$ cat config.mk
export PLATFORM = sky130hd
export DESIGN_NAME = pal_lut
export DESIGN_NICKNAME = d
export VERILOG_FILES = /design/src/rtl/pal_pkg.sv /design/src/rtl/pal_bus_decode.sv /design/src/rtl/pal_store.sv /design/src/rtl/pal_format.sv /design/src/rtl/pal_lut.sv
export SDC_FILE = /design/constraint.sdc
export NUM_CORES = 2
export LEC_CHECK = 0
export BUFFER_PORTS_ARGS = -buffer_cell sky130_fd_sc_hd__buf_2
export CAP_MARGIN = 10
export CORE_MARGIN = 10
export CORE_UTILIZATION = 30
export CTS_BUF_LIST = sky130_fd_sc_hd__clkbuf_4
export CTS_CLUSTER_SIZE = 30
export DETAILED_ROUTE_END_ITERATION = 7
export SYNTH_ARGS = -nofsm -noshare
export SYNTH_HDL_FRONTEND = slang
export SYNTH_HIERARCHICAL = 1
export SYNTH_SLANG_ARGS = --single-unit
$ cat constraint.sdc
create_clock -name clk -period 4.79 [get_ports clk]
set_clock_uncertainty 0.15 [all_clocks]
set_input_delay 0 -clock clk [delete_from_list [all_inputs] [get_ports clk]]
set_output_delay 0 -clock clk [all_outputs]
set_load 0.05 [all_outputs]
$ cat src/rtl/pal_pkg.sv
package pal_pkg;

    localparam int ENTRY_W  = 16;
    localparam int CH_IN_W  = 5;
    localparam int CH_OUT_W = 8;
    localparam int SHIFT    = CH_OUT_W - CH_IN_W;
    localparam int NUM_CH   = 3;
    localparam int RGB_W    = NUM_CH * CH_OUT_W;

    // 16-bit stored colour entry, bit 15 first
    typedef struct packed {
        logic                 intens;
        logic [CH_IN_W-1:0]   blu;
        logic [CH_IN_W-1:0]   grn;
        logic [CH_IN_W-1:0]   red;
    } pal_entry_t;

    // 24-bit output colour, first field in the top byte
    typedef struct packed {
        logic [CH_OUT_W-1:0]  hi;
        logic [CH_OUT_W-1:0]  mid;
        logic [CH_OUT_W-1:0]  lo;
    } pix_rgb_t;

    typedef enum logic {
        ORDER_RGB = 1'b0,
        ORDER_BGR = 1'b1
    } ch_order_e;

    function automatic logic [CH_OUT_W-1:0] widen(input logic [CH_IN_W-1:0] c);
        return {c, {SHIFT{1'b0}}};
    endfunction

endpackage

$ cat src/rtl/pal_bus_decode.sv
module pal_bus_decode #(
    parameter int ADDR_W = 12,
    parameter int BASE   = 32'h200,
    parameter int WORDS  = 128,
    parameter int IDX_W  = $clog2(WORDS)
) (
    input  logic [ADDR_W-1:0] addr,
    output logic              hit,
    output logic [IDX_W-1:0]  idx
);
    localparam int SPAN = WORDS * 4;
    localparam logic [ADDR_W:0] LO = (ADDR_W+1)'(BASE);
    localparam logic [ADDR_W:0] HI = (ADDR_W+1)'(BASE + SPAN);

    logic [ADDR_W:0] addr_x;
    logic [ADDR_W:0] off;

    always_comb begin
        addr_x = {1'b0, addr};
        off    = addr_x - LO;
        hit    = (addr_x >= LO) && (addr_x < HI);
        idx    = IDX_W'(off >> 2);
    end
endmodule

$ cat src/rtl/pal_store.sv
module pal_store #(
    parameter int WORDS  = 128,
    parameter int WORD_W = 32,
    parameter int IDX_W  = $clog2(WORDS)
) (
    input  logic              clk,
    input  logic              rst,
    input  logic              wr_en,
    input  logic [IDX_W-1:0]  wr_idx,
    input  logic [WORD_W-1:0] wr_data,
    input  logic              bus_rd_en,
    input  logic              bus_rd_hit,
    input  logic [IDX_W-1:0]  bus_rd_idx,
    output logic [WORD_W-1:0] bus_rd_q,
    input  logic [IDX_W-1:0]  pix_rd_idx,
    output logic [WORD_W-1:0] pix_rd_q
);
    logic [WORD_W-1:0] mem [WORDS];

    // table storage, no reset: contents are software-defined
    always_ff @(posedge clk) begin
        if (wr_en) begin
            mem[wr_idx] <= wr_data;
        end
    end

    // bus read port: registered, zero outside the window
    always_ff @(posedge clk) begin
        if (rst) begin
            bus_rd_q <= '0;
        end else if (bus_rd_en) begin
            bus_rd_q <= bus_rd_hit ? mem[bus_rd_idx] : '0;
        end
    end

    // pixel read port: registered every cycle, read-before-write
    always_ff @(posedge clk) begin
        if (rst) begin
            pix_rd_q <= '0;
        end else begin
            pix_rd_q <= mem[pix_rd_idx];
        end
    end
endmodule

$ cat src/rtl/pal_format.sv
module pal_format
    import pal_pkg::*;
#(
    parameter int WORD_W = 32,
    localparam int HALVES = WORD_W / ENTRY_W
) (
    input  logic [WORD_W-1:0]         word,
    input  logic [$clog2(HALVES)-1:0] half,
    input  ch_order_e                 order,
    output logic [RGB_W-1:0]          rgb
);
    pal_entry_t entries [HALVES];
    pal_entry_t sel;
    pix_rgb_t   out_s;

    genvar h;
    generate
        for (h = 0; h < HALVES; h++) begin : g_half
            assign entries[h] = pal_entry_t'(word[h*ENTRY_W +: ENTRY_W]);
        end
    endgenerate

    always_comb begin
        sel = entries[half];
        // intensity bit deliberately unused in the conversion
        out_s.mid = widen(sel.grn);
        if (order == ORDER_BGR) begin
            out_s.hi = widen(sel.blu);
            out_s.lo = widen(sel.red);
        end else begin
            out_s.hi = widen(sel.red);
            out_s.lo = widen(sel.blu);
        end
        rgb = out_s;
    end
endmodule

$ cat src/rtl/pal_lut.sv
module pal_lut
    import pal_pkg::*;
#(
    parameter int ADDR_W = 12,
    parameter int BASE   = 32'h200,
    parameter int WORDS  = 128,
    parameter int WORD_W = 32,
    localparam int IDX_W  = $clog2(WORDS),
    localparam int HALVES = WORD_W / ENTRY_W,
    localparam int HSEL_W = $clog2(HALVES),
    localparam int PIX_W  = IDX_W + HSEL_W
) (
    input  logic              clk,
    input  logic              rst,
    input  logic              bus_wr,
    input  logic              bus_rd,
    input  logic [ADDR_W-1:0] bus_addr,
    input  logic [WORD_W-1:0] bus_wdata,
    output logic [WORD_W-1:0] bus_rdata,
    input  logic [PIX_W-1:0]  pix_idx,
    input  logic              pix_bgr,
    output logic [RGB_W-1:0]  pix_rgb
);
    logic              acc_hit;
    logic [IDX_W-1:0]  acc_idx;
    logic [WORD_W-1:0] pix_word_q;
    logic [HSEL_W-1:0] half_q;
    ch_order_e         order_q;

    pal_bus_decode #(
        .ADDR_W (ADDR_W),
        .BASE   (BASE),
        .WORDS  (WORDS),
        .IDX_W  (IDX_W)
    ) u_dec (
        .addr (bus_addr),
        .hit  (acc_hit),
        .idx  (acc_idx)
    );

    pal_store #(
        .WORDS  (WORDS),
        .WORD_W (WORD_W),
        .IDX_W  (IDX_W)
    ) u_store (
        .clk        (clk),
        .rst        (rst),
        .wr_en      (bus_wr && acc_hit),
        .wr_idx     (acc_idx),
        .wr_data    (bus_wdata),
        .bus_rd_en  (bus_rd),
        .bus_rd_hit (acc_hit),
        .bus_rd_idx (acc_idx),
        .bus_rd_q   (bus_rdata),
        .pix_rd_idx (pix_idx[PIX_W-1:HSEL_W]),
        .pix_rd_q   (pix_word_q)
    );

    // half select and channel order travel alongside the word read
    always_ff @(posedge clk) begin
        if (rst) begin
            half_q  <= '0;
            order_q <= ORDER_RGB;
        end else begin
            half_q  <= pix_idx[HSEL_W-1:0];
            order_q <= pix_bgr ? ORDER_BGR : ORDER_RGB;
        end
    end

    pal_format #(
        .WORD_W (WORD_W)
    ) u_fmt (
        .word  (pix_word_q),
        .half  (half_q),
        .order (order_q),
        .rgb   (pix_rgb)
    );
endmodule

After elaboration in Yosys (flattened, before gate mapping) --
Memory sizes are Yosys's and may differ from the RTL's. A register that Yosys moved wholly into a read port is not among the register bits. Index checks and enable logic that the tools add are counted.
Operators by class: bitwise gates (word level) 1, add/subtract/negate cells 1, muxes and demuxes 9, reduce and logical (&&, ||, !) cells 2, $lt $le $gt $ge 3
Operators with widths (count):
- $mux W15 | 3
- $mux W32 | 1
- $mux W8 | 2
- $ge A12 B10 Y1 const B | 1
- $lt A12 B11 Y1 const B | 1
- $sub A9 B1 Y9 const B | 1
- $mux W1 | 3
- $ge A2 B2 Y1 const B | 1
- $logic_and A1 B1 Y1 | 2
- $not A1 Y2 | 1
Word-level totals: memory bits (writable) 4096, memories kept 1, register bits 34, word-level logic and storage cells 20, output and inout port bits 56
Memories:
- u_store.mem | words 128, bits a word 32, rd ports 2, clocked after memory_dff 1, wr ports 1, RTL line pal_store.sv:18 | logic [WORD_W-1:0] mem [WORDS];

Depth between registers and ports, before layout --
depth in word-level cells 5, mapped depth 13

Cells and area by module --
The synthesis kept the hierarchy.
By module, submodules not included:
- pal_store | cells an instance 9246, seq. area each 124279.2 µm², area each 189148.9 µm², times used 1
- pal_format | cells an instance 28, seq. area each 0.0 µm², area each 407.9 µm², times used 1
- pal_bus_decode | cells an instance 8, seq. area each 0.0 µm², area each 65.1 µm², times used 1
- pal_lut | cells an instance 5, seq. area each 40.0 µm², area each 58.8 µm², times used 1

Worst setup path after synthesis --
OpenSTA, ideal clock, no wires.
kind input to register, from input bus_addr[10], to memory u_store.mem[98][0], enable pin, library setup time 461 ps, setup slack 1058 ps, stages on the path 5, data arrival time 3121 ps, cells stage by stage nor3b_2 > and2_1 > clkbuf_1 > nand4_1 > nor3_1
On the way: word-level cells in the longest chain between the ends 5, elaborated cells on any way between the ends 6
RTL lines:
- start, declared | RTL line pal_lut.sv:17 | input logic [ADDR_W-1:0] bus_addr,
- $ge A12 B10 Y1 / $lt A12 B11 Y1 (equally long branches) | RTL line pal_bus_decode.sv:21 | hit = (addr_x >= LO) && (addr_x < HI);
- $logic_and A1 B1 Y1 * | RTL line pal_bus_decode.sv:21
- $logic_and A1 B1 Y1 * | RTL line pal_lut.sv:48 | .wr_en (bus_wr && acc_hit),
- $mux W1 * | RTL line pal_store.sv:22 | if (wr_en) begin
- $mux W1 (implied by the code) * | RTL line pal_store.sv:23 | mem[wr_idx] <= wr_data;
- end, declared | RTL line pal_store.sv:18
Mark *: on every way between the ends. The rest lies on a longest branch, timed or not.

==> metrics.md <==
| Metric | Value |
|---|---|
| Status | `finished with violations` |
| Failing checks | `setup timing` |
| First-pass GRT wire length | `937000 um` |
| Final Setup Violations | `30` |
| Tcrit/Tclk final | `1.04` |
| # fillers | `58000` |
| Final core utilization | `0.351` |
| Core Region | `0.624 mm2` |
| P_leak | `69.8 nW` |
| CP Class | `input pin to flip-flop` |
| Setup ws final | `-0.182 ns` |
| Number of antenna violations at the first check in global routing | `71` |
| Total gr overflow | `0` |
| Worst skew pair latency | `1.80 ns` |
| Final Wtd Congestion | `just under 0.9` |
| Fin crit period | `4.97 ns` |
| CTS root buffer | `clkbuf_4` |
| Commonest non-fill, non-tap cell in the layout | `edfxtp_1` |
| Synthesized instance count | `9159` |
| Critical Path End Type | `flip-flop` |
| Number of H-tree levels | `7` |
| Initial Util | `0.301` |
| Critical Path Source Type | `input pin` |
| Crit path required time | `6.36 ns` |
| VDD IR max | `about 260 uV` |
| Actual slew at the worst max-slew pin | `1.28 ns` |
| Synth warn | `6` |
| DRC viols | `0` |
| Arrival @ worst endpoint | `6.55 ns` |
| Area of the multi-input gates | `around 0.061 mm2` |
| Sinks on Clock Net | `4160` |
| # rows | `290` |
| Hold/Removal Path Class | `input pin to flip-flop` |
| Clock slew at reported path FFs | `0.06 ns` |
| RSZ-0062 raised after global routing | `false` |
| Commonest cells after routing, fill and taps aside | `4096 x edfxtp_1, 1986 x mux4_2, 1597 x clkbuf_4, 725 x a22oi_1, 493 x buf_4` |
| Vias/cell | `5.86` |
| I/O pins | `113` |
| Clk buf depth | `5` |
| Max cap viols | `0` |
| Die Ht | `811 um` |
| Num CTS Buffers | `1150` |
| Total GRT Usage | `0.204` |
| Die Wd | `just over 800 um` |
| Max_slew headroom | `0.138` |
| Antenna-violating nets left | `0` |
| Wirelength per Cell | `35.2 um` |
| Drt total wl | `688000 um` |
| Layout cell share with drive strength beyond 1 | `0.408` |
| Crit Path Max Fanout | `41` |
| Final #Nets | `10500` |
| Slew Limit Fails | `0` |
| Final Hold Viols | `0` |
| Syn_area_per_cell | `approximately 21 um2` |
| Drt pass-1 iters | `6` |
| Synthesized area | `0.188 mm2` |
| Post-DP HPWL | `~420000 um` |
| Largest net degree at the start of global routing | `99` |
| Via count | `114000` |
| FF/Latch Area | `roughly 0.12 mm2` |
| Layout area overhead | `16.5%` |
| Iter 0 DRT Violations | `17200` |
| Peak Freq | `201 MHz` |
| TritonCTS clock tree | `yes` |
| Design Power | `0.0774 W` |
| Number of global-route vias before repair | `117000` |
| Port Buffers | `101` |
| PwrDens | `around 350 mW/mm2` |
| Die Area | `between 0.6 and 0.7 mm2` |
-- metrics by stage --
stage	worst slack, ns	TNS, ns	cells	hold slack [ns]	instance area [um2]
after floorplan	1.06	0	9167	-0.0784	188000
after global placement	0.390	0	17400	0.120	202000
after detailed placement	0.368	0	17400	0.118	202000
after CTS	0.0409	0	19500	0.00181	219000
after global routing	0.0352	0	19500	0.0499	219000
final	-0.182	-1.25	19600	0.137	219000
-- timing repair --
action,CTS,global route
setup buffers,0,0
endpoints found under the setup margin,0,4
resized for setup,0,4
hold buffers,257,0
endpoints found under the hold margin,8256,0
-- worst paths after layout --
kind	to	cells after the start	slack, ns	start
hold reg to reg	u_store/bus_rd_q[19]	2	0.35	u_store/bus_rd_q[19]
hold / removal	u_store/pix_rd_q[2]	9	0.14	pix_idx[5]
setup reg to reg	u_store/pix_rd_q[27]	10	0.25	u_store/mem[91][27]
setup / recovery	u_store/pix_rd_q[27]	15	-0.18	pix_idx[5]
-- area by class of cell --
type	instances	share of cell area
antenna	47	0.000538
clock buffer	1597	0.0548
tap	8322	0.0476
inverter	1	0.0000515
clock inverter	257	0.00627
timing repair buffer	934	0.0442
sequential	4160	0.568
multi-input combinational	4233	0.279
-- power by group --
| group | internal, W | switching [W] | total [W] |
|---|---|---|---|
| combinational | 0.00249 | 0.00415 | 0.00664 |
| clock | 0.0160 | 0.0147 | 0.0307 |
| sequential | 0.0400 | 0.0000601 | 0.0401 |
-- critical path: stages --
cell and delay [ns]:
dlygate4sd3_1 0.60, buf_2 0.22, dlygate4sd3_1 1.33, and2_4 0.61, buf_12 0.32, buf_4 0.33
a22oi_1 0.13, dlygate4sd3_1 0.62, nand2_1 0.06, dlygate4sd3_1 0.55, a22oi_1 0.11, dlygate4sd3_1 0.69
nand2_1 0.11, dlygate4sd3_1 0.58, a22o_1 0.14
-- layer usage --
| layer | track usage | up-vias | part of all wire |
|---|---|---|---|
| met2 | 0.306 | 8691 | 0.45 |
| met5 | 0 | - | 0.00022 |
| met4 | 0.120 | 24 | 0.063 |
| met3 | 0.0710 | 1581 | 0.13 |
| met1 | 0.255 | 60800 | 0.35 |
| li1 | - | 43400 | - |
-- flip-flops by register name, indices dropped and copies added (netlist names) --
name              cells
half_q                1
u_store/mem        4096
u_store/pix_rd_q     30
order_q               1
u_store/bus_rd_q     32
No activity file was read; power rests on OpenSTA's default activity.
